`config.mk`:
```
export PLATFORM = sky130hd
export DESIGN_NAME = eeprom_page_commit
export DESIGN_NICKNAME = d
export VERILOG_FILES = /design/src/rtl/eeprom_page_commit.sv
export SDC_FILE = /design/constraint.sdc
export NUM_CORES = 1
export LEC_CHECK = 0
export BUFFER_PORTS_ARGS = -buffer_cell sky130_fd_sc_hd__buf_2
export CORE_AREA = 4 4 261 327
export CTS_CLUSTER_SIZE = 28
export DETAILED_ROUTE_END_ITERATION = 16
export DIE_AREA = 0 0 265 331
export MAX_ROUTING_LAYER = met4
export PLACE_DENSITY = 0.8
export SLEW_MARGIN = 20
export SYNTH_ARGS = -nofsm -noshare
export SYNTH_HDL_FRONTEND = slang
export SYNTH_SLANG_ARGS = --single-unit
export TNS_END_PERCENT = 1
```
`constraint.sdc`:
```
create_clock -name clk -period 3 [get_ports clk]
set_clock_uncertainty 0.05 [all_clocks]
set_input_delay 0.6 -clock clk [delete_from_list [all_inputs] [get_ports clk]]
set_output_delay 0.6 -clock clk [all_outputs]
set_load 0.05 [all_outputs]
```
`src/rtl/eeprom_page_commit.sv`:
```
module eeprom_page_commit #(
  parameter int AW    = 17,
  parameter int PAGE  = 128,
  parameter int TPROG = 1250000
) (
  input  logic          clk,
  input  logic          rst_n,
  input  logic          cmd_start,
  input  logic          addr_ld,
  input  logic [AW-1:0] addr_in,
  input  logic          byte_vld,
  input  logic [7:0]    byte_in,
  input  logic          stop_ack,
  input  logic          abort_cmd,
  input  logic          wc_lvl,
  output logic          busy,
  output logic          byte_ack,
  output logic          arr_we,
  output logic [AW-1:0] arr_addr,
  output logic [7:0]    arr_data,
  output logic [AW-1:0] cur_addr
);
  localparam int PW = $clog2(PAGE);
  localparam int RW = AW - PW;
  localparam int CW = $clog2(TPROG + PAGE + 1);

  typedef enum logic [1:0] {S_IDLE, S_COLL, S_PROG} st_t;

  st_t            st;
  logic [RW-1:0]  row;
  logic [PW-1:0]  ptr;
  logic [PAGE-1:0] valid;
  logic [7:0]     page [PAGE];
  logic           win, wc_seen, prot;
  logic [CW-1:0]  cnt;
  logic [PW-1:0]  slot;
  logic           take;

  assign busy     = (st == S_PROG);
  assign slot     = cnt[PW-1:0];
  assign take     = (st == S_COLL) && byte_vld && !prot && !addr_ld && !cmd_start;
  assign arr_we   = busy && (cnt < CW'(PAGE)) && valid[slot];
  assign arr_addr = {row, slot};
  assign arr_data = page[slot];
  assign cur_addr = {row, ptr};

  always_ff @(posedge clk) begin
    if (take) page[ptr] <= byte_in;
  end

  always_ff @(posedge clk or negedge rst_n) begin
    if (!rst_n) begin
      st       <= S_IDLE;
      row      <= '0;
      ptr      <= '0;
      valid    <= '0;
      win      <= 1'b0;
      wc_seen  <= 1'b0;
      prot     <= 1'b0;
      cnt      <= '0;
      byte_ack <= 1'b0;
    end else begin
      byte_ack <= 1'b0;
      if (st == S_PROG) begin
        cnt <= cnt + 1'b1;
        if (cnt == CW'(TPROG - 1)) begin
          st    <= S_IDLE;
          valid <= '0;
        end
      end else if (cmd_start) begin
        st      <= S_IDLE;
        win     <= 1'b1;
        wc_seen <= wc_lvl;
        valid   <= '0;
      end else if (addr_ld) begin
        st    <= S_COLL;
        row   <= addr_in[AW-1:PW];
        ptr   <= addr_in[PW-1:0];
        prot  <= (win & wc_seen) | wc_lvl;
        win   <= 1'b0;
        valid <= '0;
      end else begin
        if (win) wc_seen <= wc_seen | wc_lvl;
        if (st == S_COLL) begin
          if (byte_vld) begin
            byte_ack <= !prot;
            if (!prot) begin
              valid[ptr] <= 1'b1;
              ptr        <= ptr + 1'b1;
            end
          end
          if (stop_ack) begin
            cnt <= '0;
            st  <= (!prot && |valid) ? S_PROG : S_IDLE;
          end else if (abort_cmd) begin
            st    <= S_IDLE;
            valid <= '0;
          end
        end
      end
    end
  end

  assert_we_in_busy_R7: assert property (@(posedge clk) disable iff (!rst_n)
    arr_we |-> busy);

  assert_no_ack_busy_R9: assert property (@(posedge clk) disable iff (!rst_n)
    busy |-> !byte_ack);

  assert_busy_from_stop_R4: assert property (@(posedge clk) disable iff (!rst_n)
    $rose(busy) |-> $past(stop_ack));

  assert_row_held_R3: assert property (@(posedge clk) disable iff (!rst_n)
    (busy && $past(busy)) |-> $stable(arr_addr[AW-1:PW]));

  assert_ack_from_byte_R2: assert property (@(posedge clk) disable iff (!rst_n)
    byte_ack |-> $past(byte_vld));

  assert_slot_order_R7: assert property (@(posedge clk) disable iff (!rst_n)
    (arr_we && $past(arr_we) && $past(busy)) |-> (arr_addr[PW-1:0] > $past(arr_addr[PW-1:0])));

  assert_addr_frozen_R9: assert property (@(posedge clk) disable iff (!rst_n)
    (busy && $past(busy)) |-> $stable(cur_addr));
endmodule

```
## Word level (Yosys, flattened, before mapping)

Memory sizes are Yosys's and may differ from the RTL's.
Index checks and enable logic that the tools add are counted.
Widths: inputs -> output; s select.

- Bits in writable memories: 1024
- Register bits after elaboration: 172
- Memories kept: 1
- Input bits: 33
- Output and inout port bits: 45

- Add/subtract/negate cells: 2
- Bitwise operators: 6
- Order comparisons: 4
- Muxes and demuxes: 42
- Reduce and logical (&&, ||, !) cells: 27
- Eq/ne operators: 8

Memory list:

| memory | words | bits a word | read ports | clocked after Yosys merged registers in | write ports | line | source |
|---|---|---|---|---|---|---|---|
| page | 128 | 8 | 1 | 0 | 1 | 33 | `logic [7:0] page [PAGE];` |

Operator list:

| operator | number |
|---|---|
| $mux 128 | 9 |
| $or 128x128->128 | 1 |
| $reduce_or 128->1 | 1 |
| $mux 21 | 5 |
| $mux 7 | 4 |
| $add 21x1->21 const B | 1 |
| $eq 21x21->1 const B | 1 |
| $lt 21x8->1 const B | 1 |
| $lt 7x8->1 const B | 2 |
| $mux 2 | 8 |
| $mux 1 | 14 |
| $reduce_bool 2->1 | 6 |
| $reduce_and 3->1 | 3 |
| $logic_and 1x1->1 | 8 |
| $add 7x1->7 const B | 1 |
| $bmux 1 s7 | 1 |
| $demux 1 s7 | 1 |
| $ge 7x1->1 const B | 1 |
| $ne 2x1->1 const B | 3 |
| $reduce_and 5->1 | 1 |
| $reduce_bool 5->1 | 1 |
| $ne 2x2->1 const B | 2 |
| $reduce_and 2->1 | 2 |
| $reduce_and 4->1 | 1 |
| 7 further kinds | 11 |

## Depth between registers and ports, before layout

Gate-level depths: netlist (run 1).

- Depth in word-level cells: 13
- Gate-level depth with buffers: 11
- Depth with buffers taken out: 8

## Least setup slack after synthesis (run 1)

No wires, ideal clock.

- Path kind: flip-flop to output port
- From: register cnt[0]
- To: output arr_we
- Cell stages (with the launch flop): 12
- Data required time: 2.350 ns
- Path slack: -0.650 ns
- Data arrival time: 3.000 ns
- Path through: dfrtp_1 > buf_4 > buf_6 > buf_6 > buf_4 > buf_4 > inv_2 > mux2i_1 > o22a_1 > o21ai_0 > nor3_1 > a211oi_1

- Longest elaborated chain between the ends: 3
- Elaborated cells between the ends (all ways): 5
- Classes of those cells: order compare: 1; mux: 2; reduce/logical: 2

RTL lines:

| item | line | source |
|---|---|---|
| from (decl) | 35 | `logic [CW-1:0] cnt;` |
| from (signal assigned) | 65 | `cnt <= cnt + 1'b1;` |
| $lt 21x8->1 or $bmux 1 s7 (tied branches) | 42 | `assign arr_we = busy && (cnt < CW'(PAGE)) && valid[slot];` |
| $logic_and 1x1->1 or $mux 1 (tied branches) | 42 |  |
| $logic_and 1x1->1 (*) | 42 |  |
| to (decl) | 18 | `output logic arr_we,` |

Every way passes the cells marked *; elsewhere a longest branch is shown, timed or not. The select of a mux whose other input is x is not followed.

## Final worst setup path (run 1)

- From: register cnt[0]
- To: output arr_data[5]

- Longest elaborated chain between the ends: 1

RTL lines:

| item | line | source |
|---|---|---|
| $mem_v2 128x8 | -- |  |
| to (decl) | 20 | `output logic [7:0] arr_data,` |

No other way between the ends.

==> metrics, run 1 <==
result of the run complete, but fails checks; failing checks negative setup slack; Critical Path Source Type flop; width of the die 265 µm; number of rows in the core area 118; biggest fanout along the worst timing path 6; DR WL met3 17,200 µm; remaining antenna violation count 0; net count after synthesis 2,658; sequential cell area fraction in the yosys report 72.7%; vias in the first global route 30,300; buffer depth of the longest clock path 3; fraction of layout cells with a size suffix above 1 33.5%; post-DR vias/cell 7.05; wire per inst 34.4 µm; internal power summed over all cells 0.0297 W; arrival time at the worst endpoint 3.56 ns; share of the synthesized area in the top cell type 63.8%; cell with the most instances after synthesis sky130_fd_sc_hd__edfxtp_1; routability-driven placement congestion ratio 0.977; count of input and output buffers 77; DRC violation total after the first TritonRoute iteration 5,285; Slowest cell on crit path sky130_fd_sc_hd__mux4_2; synthesized netlist cell count 2,621; maxcap violations 0; Max H-tree Level 3; mean post-synth cell area 18.4 µm²; final max-slew violation count 0; YS warnings 0; critical path class reg2out; standard cell core area 0.0824 mm²; mux cell area share after synthesis 15.9%; final hold viol count 0; initial antenna violation count 3; largest family of logic cells by synthesized area multiplexers; relative contribution of combinational cells to total power 20.3%; GR Util All Layers 34.0%; height of the die 331 µm; crit-path max cell delay 0.52 ns; unrepaired setup endpoints after global routing true; Boundary Pins 78; net count reported at finish 3,087; number of storage elements in the synthesis netlist 1,196; area growth from synthesis to layout 18.7%; number of flops mapped to enable cells by yosys 1,024; TritonCTS clock tree yes; final worst setup slack -1.21 ns; drt pass-1 iters 8; post-synthesis simple-gate area fraction 5.16%; clock latency of the later-clocked register in the worst-skew pair 0.71 ns; worst setup slack before clock tree synthesis -0.693 ns; pin slew with the least headroom to its limit 1.08 ns; global-route wire length before repair 210,000 µm; Primary FF master, synth sky130_fd_sc_hd__edfxtp_1; synthesized-area fraction occupied by ao, oa, aoi and oai cells 3.61%; async set or reset register ratio after synthesis 14.4%; pin count of the biggest net entering global routing 101; Final Routed Wirelength 145,000 µm; Remaining DRCs 0; library cells used by synthesis 57; fraction of power spent switching nets 27.0%; total standard cell area after synthesis 0.0482 mm²; clock-pin slew on the worst setup and hold paths 0.07 ns; Relative slew margins 27.2%; CTS sink count 1,196; number of endpoints failing setup at the final stage 11; arithmetic-cell share of the synthesized area counting full adders, half adders and majority gates 0.104%; required time of the critical path 2.35 ns; final critical-path required period 4.21 ns; power per cell area 710 mW/mm²; main area contributors after synthesis sky130_fd_sc_hd__edfxtp_1 (64%), sky130_fd_sc_hd__mux4_2 (15%), sky130_fd_sc_hd__dfrtp_1 (8.9%); Leak 19.5 nW; post-synthesis cell type with the largest combined area sky130_fd_sc_hd__edfxtp_1; residual overflow from global routing 0; Die Outline Area 0.0877 mm²; Met2 Wirelength 71,600 µm; Final HPWL DP 85,400 µm; highest metal layer with signal wires met4; clock tree root driver cell sky130_fd_sc_hd__clkbuf_16; final worst path period share 140%; initial core utilization 58.5%; Vias 29,800; relative contribution of the clock network to total power 34.8%; Max Clock Freq 237 MHz; Net Sw Power 0.0110 W; met1 routed wirelength after detailed routing 45,900 µm; most numerous cell types in the synthesized netlist sky130_fd_sc_hd__edfxtp_1 (1,024), sky130_fd_sc_hd__nor2_1 (321), sky130_fd_sc_hd__mux4_2 (313), sky130_fd_sc_hd__dfrtp_1 (172), sky130_fd_sc_hd__a31oi_1 (134); portion of total power attributed to sequential cells 45.0%; Hold WS 0.0404 ns; maximum resistive drop on vdd 592 µV; fraction of synthesized cell area in xor and xnor cells 0.345%; clock buffers created by TritonCTS 109; hold crit path type in2reg; critical-path cell list buf_12 > buf_16 > mux4_2 > nor2b_1 > a211oi_2 > a311oi_4 > nor4_4 > buf_4 > a21oi_4 > buf_8; kind of capture point of the worst setup path output pin
-- cell type report --
| class | count | area (µm²) |
|---|---|---|
| Sequential cell | 1196 | 35100 |
| Tap cell | 1080 | 1350 |
| Clock buffer | 138 | 2960 |
| Multi-Input combinational cell | 1237 | 12600 |
| Fill cell | 4715 | 25100 |
| Timing Repair Buffer | 498 | 4620 |
| Antenna cell | 6 | 15.0 |
| Clock inverter | 59 | 624 |
| Inverter | 8 | 30.0 |
-- what timing repair did --
action                                  4_1_cts  5_1_grt
resized for setup                           102       32
endpoints found under the setup margin      137      113
setup buffers                                20        8
hold buffers                                  1        0
cloned                                        6        2
pin swaps                                    21       11
endpoints found under the hold margin        57        0
-- cell usage in the layout (no fill, tap or decap), types with 5 or more instances in the layout --
cell,instances
sky130_fd_sc_hd__nor3_1,10
sky130_fd_sc_hd__nor4_1,37
sky130_fd_sc_hd__dfrtp_1,168
sky130_fd_sc_hd__nand2_1,110
sky130_fd_sc_hd__o22ai_1,10
sky130_fd_sc_hd__and2_1,9
sky130_fd_sc_hd__bufinv_16,10
sky130_fd_sc_hd__xor2_1,10
sky130_fd_sc_hd__buf_2,60
sky130_fd_sc_hd__a22oi_2,7
sky130_fd_sc_hd__a21oi_1,23
sky130_fd_sc_hd__buf_16,11
sky130_fd_sc_hd__a31oi_1,131
sky130_fd_sc_hd__clkbuf_16,114
sky130_fd_sc_hd__clkbuf_1,19
sky130_fd_sc_hd__buf_8,5
sky130_fd_sc_hd__clkinv_2,23
sky130_fd_sc_hd__diode_2,6
sky130_fd_sc_hd__a22oi_1,7
sky130_fd_sc_hd__clkinv_1,12
sky130_fd_sc_hd__inv_1,6
sky130_fd_sc_hd__xnor2_1,9
sky130_fd_sc_hd__and3_1,11
sky130_fd_sc_hd__mux4_2,313
sky130_fd_sc_hd__mux2i_1,50
sky130_fd_sc_hd__a211oi_2,10
sky130_fd_sc_hd__nand3_1,16
sky130_fd_sc_hd__o21ai_0,13
sky130_fd_sc_hd__buf_6,17
sky130_fd_sc_hd__buf_12,52
sky130_fd_sc_hd__clkbuf_8,5
sky130_fd_sc_hd__nand2b_1,12
sky130_fd_sc_hd__nand4_1,15
sky130_fd_sc_hd__o211ai_1,5
sky130_fd_sc_hd__buf_4,349
sky130_fd_sc_hd__nor2b_1,18
sky130_fd_sc_hd__clkinvlp_4,7
sky130_fd_sc_hd__edfxtp_1,1024
sky130_fd_sc_hd__nor2_1,318
sky130_fd_sc_hd__a21oi_2,7
-- path summary, 6_finish.rpt --
| path | startpoint | end | slack (ns) | cells after the start |
|---|---|---|---|---|
| max | cnt[0] | arr_data[5] | -1.21 | 10 |
| min | addr_in[12] | row[5] | 0.04 | 3 |
| max reg2reg | cnt[0] | valid[80] | -0.03 | 10 |
| min reg2reg | row[0] | row[0] | 0.46 | 2 |
| max in group asynchronous | rst_n | valid[123] | 1.71 | 3 |
| min in group asynchronous | rst_n | valid[63] | 0.42 | 2 |
-- per-stage QoR --
step                      instance area (µm²)  setup TNS (ns)  utilization (%)  instances  total power [W]
after floorplan                         48200           -1.09                -       2621           0.0228
after global routing                    57200          -13.58             69.5       4219           0.0417
after global placement                  52600          -23.38             63.8       3985           0.0254
final                                   57200          -10.24             69.5       4222           0.0406
after detailed placement                52600          -28.23             63.8       3985           0.0255
after CTS                               57000           -9.76             69.2       4208           0.0402
-- worst max-delay path: cells and delay by family (launching register included) --
kind | cells | cell delay, ns
AND/OR/NAND/NOR | 2 | 0.57
AO/OA/AOI/OAI | 3 | 0.56
flip-flops | 1 | 0.50
buffers and inverters | 4 | 0.68
multiplexers | 1 | 0.52
-- flip-flops by register name (all words and copies together) (netlist names) --
name and cells:
st 2, cnt 21, byte_ack 1, row 10
prot 1, ptr 7, wc_seen 1, win 1
valid 128, page 1024
-- metal layers --
layer	GRT usage (%)	up-vias
li1	-	11400
met1	40.5	15000
met2	54.0	2744
met3	8.03	650
met4	19.7	0
met5	-	-
-- cell families (layout without fill, tap and decap cells) --
logic type      Yosys count  after routing
compound gates          265            265
xor+xnor                 19             19
fa+ha+maj                 4              4
buf+inv                 188            703
flops                  1196           1196
mux                     376            376
other cells               0              6
simple gates            573            573
-- power by group through the flow --
stage / clock network, W / registers, W / logic (W)
global placement: 0 / 0.0186 / 0.00677
floorplan: 0 / 0.0187 / 0.00415
detailed placement: 0 / 0.0186 / 0.00690
global route: 0.0149 / 0.0183 / 0.00845
CTS: 0.0141 / 0.0183 / 0.00781
finish: 0.0141 / 0.0183 / 0.00823
Note: power is estimated with default switching activity, not from simulation.
==> run 2: changes to the inputs <==
- CORE_AREA: 4 4 261 327 -> 4 4 316 396
- DIE_AREA: 0 0 265 331 -> 0 0 320 400
- PLACE_DENSITY: 0.8 -> 0.6
==> run 2 against run 1 <==
  * The flow still finishes with violations (negative setup slack)
  * Die area rose by 46%
  * Combinational power shrank 1%
  * Final cell count is 14% higher
  * Via count is 7.1% lower
==> metrics, run 2 (same netlist as run 1, synthesis figures left out) <==
number of rows in the core area 143; remaining antenna violation count 0; Slowest cell on crit path sky130_fd_sc_hd__mux4_2; commonest non-fill, non-tap cells in the layout sky130_fd_sc_hd__edfxtp_1 (1,024), sky130_fd_sc_hd__buf_4 (422), sky130_fd_sc_hd__nor2_1 (317); arrival time at the worst endpoint 3.64 ns; GR Util All Layers 21.6%; clock buffers created by TritonCTS 113; fraction of layout cells with a size suffix above 1 34.6%; clock latency of the later-clocked register in the worst-skew pair 0.74 ns; kind of capture point of the worst setup path output pin; wire per inst 27.8 µm; clock-pin slew on the worst setup and hold paths 0.07 ns; register ranked first by flip-flop count page; Final Routed Wirelength 134,000 µm; final design area excluding fillers 0.0586 mm²; fin util 48.4%; Remaining DRCs 0; crit-path most repeated cell sky130_fd_sc_hd__buf_12; Boundary Pins 78; post-DR vias/cell 5.74; Max H-tree Level 3; final antenna diode count 0; net count reported at finish 3,160; Relative slew margins 38.7%; buffer depth of the longest clock path 3; Critical Path Source Type flop; Vias 27,700; crit-path max cell delay 0.51 ns; biggest fanout along the worst timing path 7; Seq. cell area 0.0351 mm²; power per cell area 706 mW/mm²; Final HPWL DP 88,300 µm; initial antenna violation count 1; critical-path cell list buf_12 > buf_12 > buf_12 > mux4_2 > mux4_2 > a211o_1 > a31oi_1 > buf_4 > a221oi_4 > buf_6; global-route wire length before repair 198,000 µm; worst setup slack before clock tree synthesis -0.903 ns; required time of the critical path 2.35 ns; Largest regs page (1024), valid (128), cnt (21); clock tree root driver cell sky130_fd_sc_hd__clkbuf_16; area growth from synthesis to layout 21.5%; residual overflow from global routing 0; maximum resistive drop on vdd 477 µV; drt pass-1 iters 5; DRC violation total after the first TritonRoute iteration 2,843; leading cell type in the layout, fill and taps excluded sky130_fd_sc_hd__edfxtp_1; count of input and output buffers 77; TritonCTS clock tree yes; CTS sink count 1,196; number of endpoints failing setup at the final stage 9; initial core utilization 39.8%; number of flip-flops under the largest register name 1,024; final hold viol count 0; critical path class reg2out; pin count of the biggest net entering global routing 129; pin slew with the least headroom to its limit 0.913 ns; failing checks negative setup slack; Die Outline Area 0.128 mm²; final worst path period share 143%; unrepaired setup endpoints after global routing true; height of the die 400 µm; total area of multi-input combinational cells 0.0125 mm²; final max-slew violation count 0; width of the die 320 µm; standard cell core area 0.121 mm²; vias in the first global route 28,600; hold crit path type in2reg; maxcap violations 0; total of fill cells in the finished design 9,925; routability-driven placement congestion ratio 0.901; cell area after placement 0.0538 mm²; final worst setup slack -1.29 ns; Max Clock Freq 233 MHz; final critical-path required period 4.29 ns; result of the run complete, but fails checks; Leak 19.9 nW; Hold WS 0.0513 ns
-- run 2: cell types whose count changed in the layout (fill, tap and decap cells not counted), sizes merged --
cell | previous run | this run
clkinv | 38 | 40
bufbuf | 1 | 4
bufinv | 10 | 20
clkinvlp | 7 | 11
dlygate4sd3 | 1 | 10
buf | 494 | 552
diode | 6 | 0
-- run 2: final cells by class --
| cell class | instances | share of cell area (%) |
|---|---|---|
| Multi-Input combinational cell | 1237 | 21.4 |
| Clock buffer | 139 | 5.07 |
| Sequential cell | 1196 | 59.9 |
| Tap cell | 1595 | 3.41 |
| Timing Repair Buffer | 567 | 8.64 |
| Inverter | 8 | 0.0555 |
| Clock inverter | 75 | 1.60 |
-- run 2: worst max-delay path, delay by kind of cell (launching register included) --
| kind | cells | cell delay (ns) |
|---|---|---|
| mux | 2 | 1.00 |
| buf+inv | 5 | 0.79 |
| compound gates | 3 | 0.63 |
| flops | 1 | 0.45 |
-- run 2: power by group --
part / total, W / internal (W) / leakage (nW) / switching (W)
sequential: 0.0182 / 0.0181 / 11.6 / 0.000117
combinational: 0.00811 / 0.00377 / 6.48 / 0.00435
clock: 0.0150 / 0.00877 / 1.88 / 0.00625
-- run 2: metal layers --
metal | up-vias | global-route usage (%) | wire (µm)
li1 | 11600 | - | -
met5 | - | - | 0
met4 | 0 | 8.37 | 5570
met2 | 1220 | 36.0 | 67800
met1 | 14600 | 27.0 | 51600
met3 | 272 | 3.03 | 9030
-- run 2: repair_timing --
| item | 4_1_cts | 5_1_grt |
|---|---|---|
| resized for setup | 78 | 11 |
| hold buffers | 10 | 0 |
| pin swaps | 13 | 6 |
| cloned | 5 | 0 |
| setup buffers | 18 | 6 |
| endpoints found under the setup margin | 94 | 137 |
| hold endpoints to repair | 73 | 0 |
-- run 2: path summary, 6_finish.rpt --
kind,start,endpoint,slack [ns],depth (start not counted)
setup / recovery,cnt[0],arr_data[7],-1.29,10
hold / removal,addr_in[9],row[2],0.05,3
setup reg to reg,cnt[0],valid[88],0.07,11
hold reg to reg,wc_seen,wc_seen,0.44,2
max in group asynchronous,rst_n,cnt[3],1.63,3
min in group asynchronous,rst_n,ptr[3],0.40,2
-- run 2: per-stage QoR --
| stage | setup TNS [ns] | power, W | cells |
|---|---|---|---|
| global placement | -5.97 | 0.0260 | 4566 |
| floorplan | -1.09 | 0.0228 | 2621 |
| finish | -10.94 | 0.0414 | 4817 |
| CTS | -11.25 | 0.0416 | 4811 |
| detailed placement | -6.33 | 0.0261 | 4566 |
| global route | -12.83 | 0.0427 | 4817 |
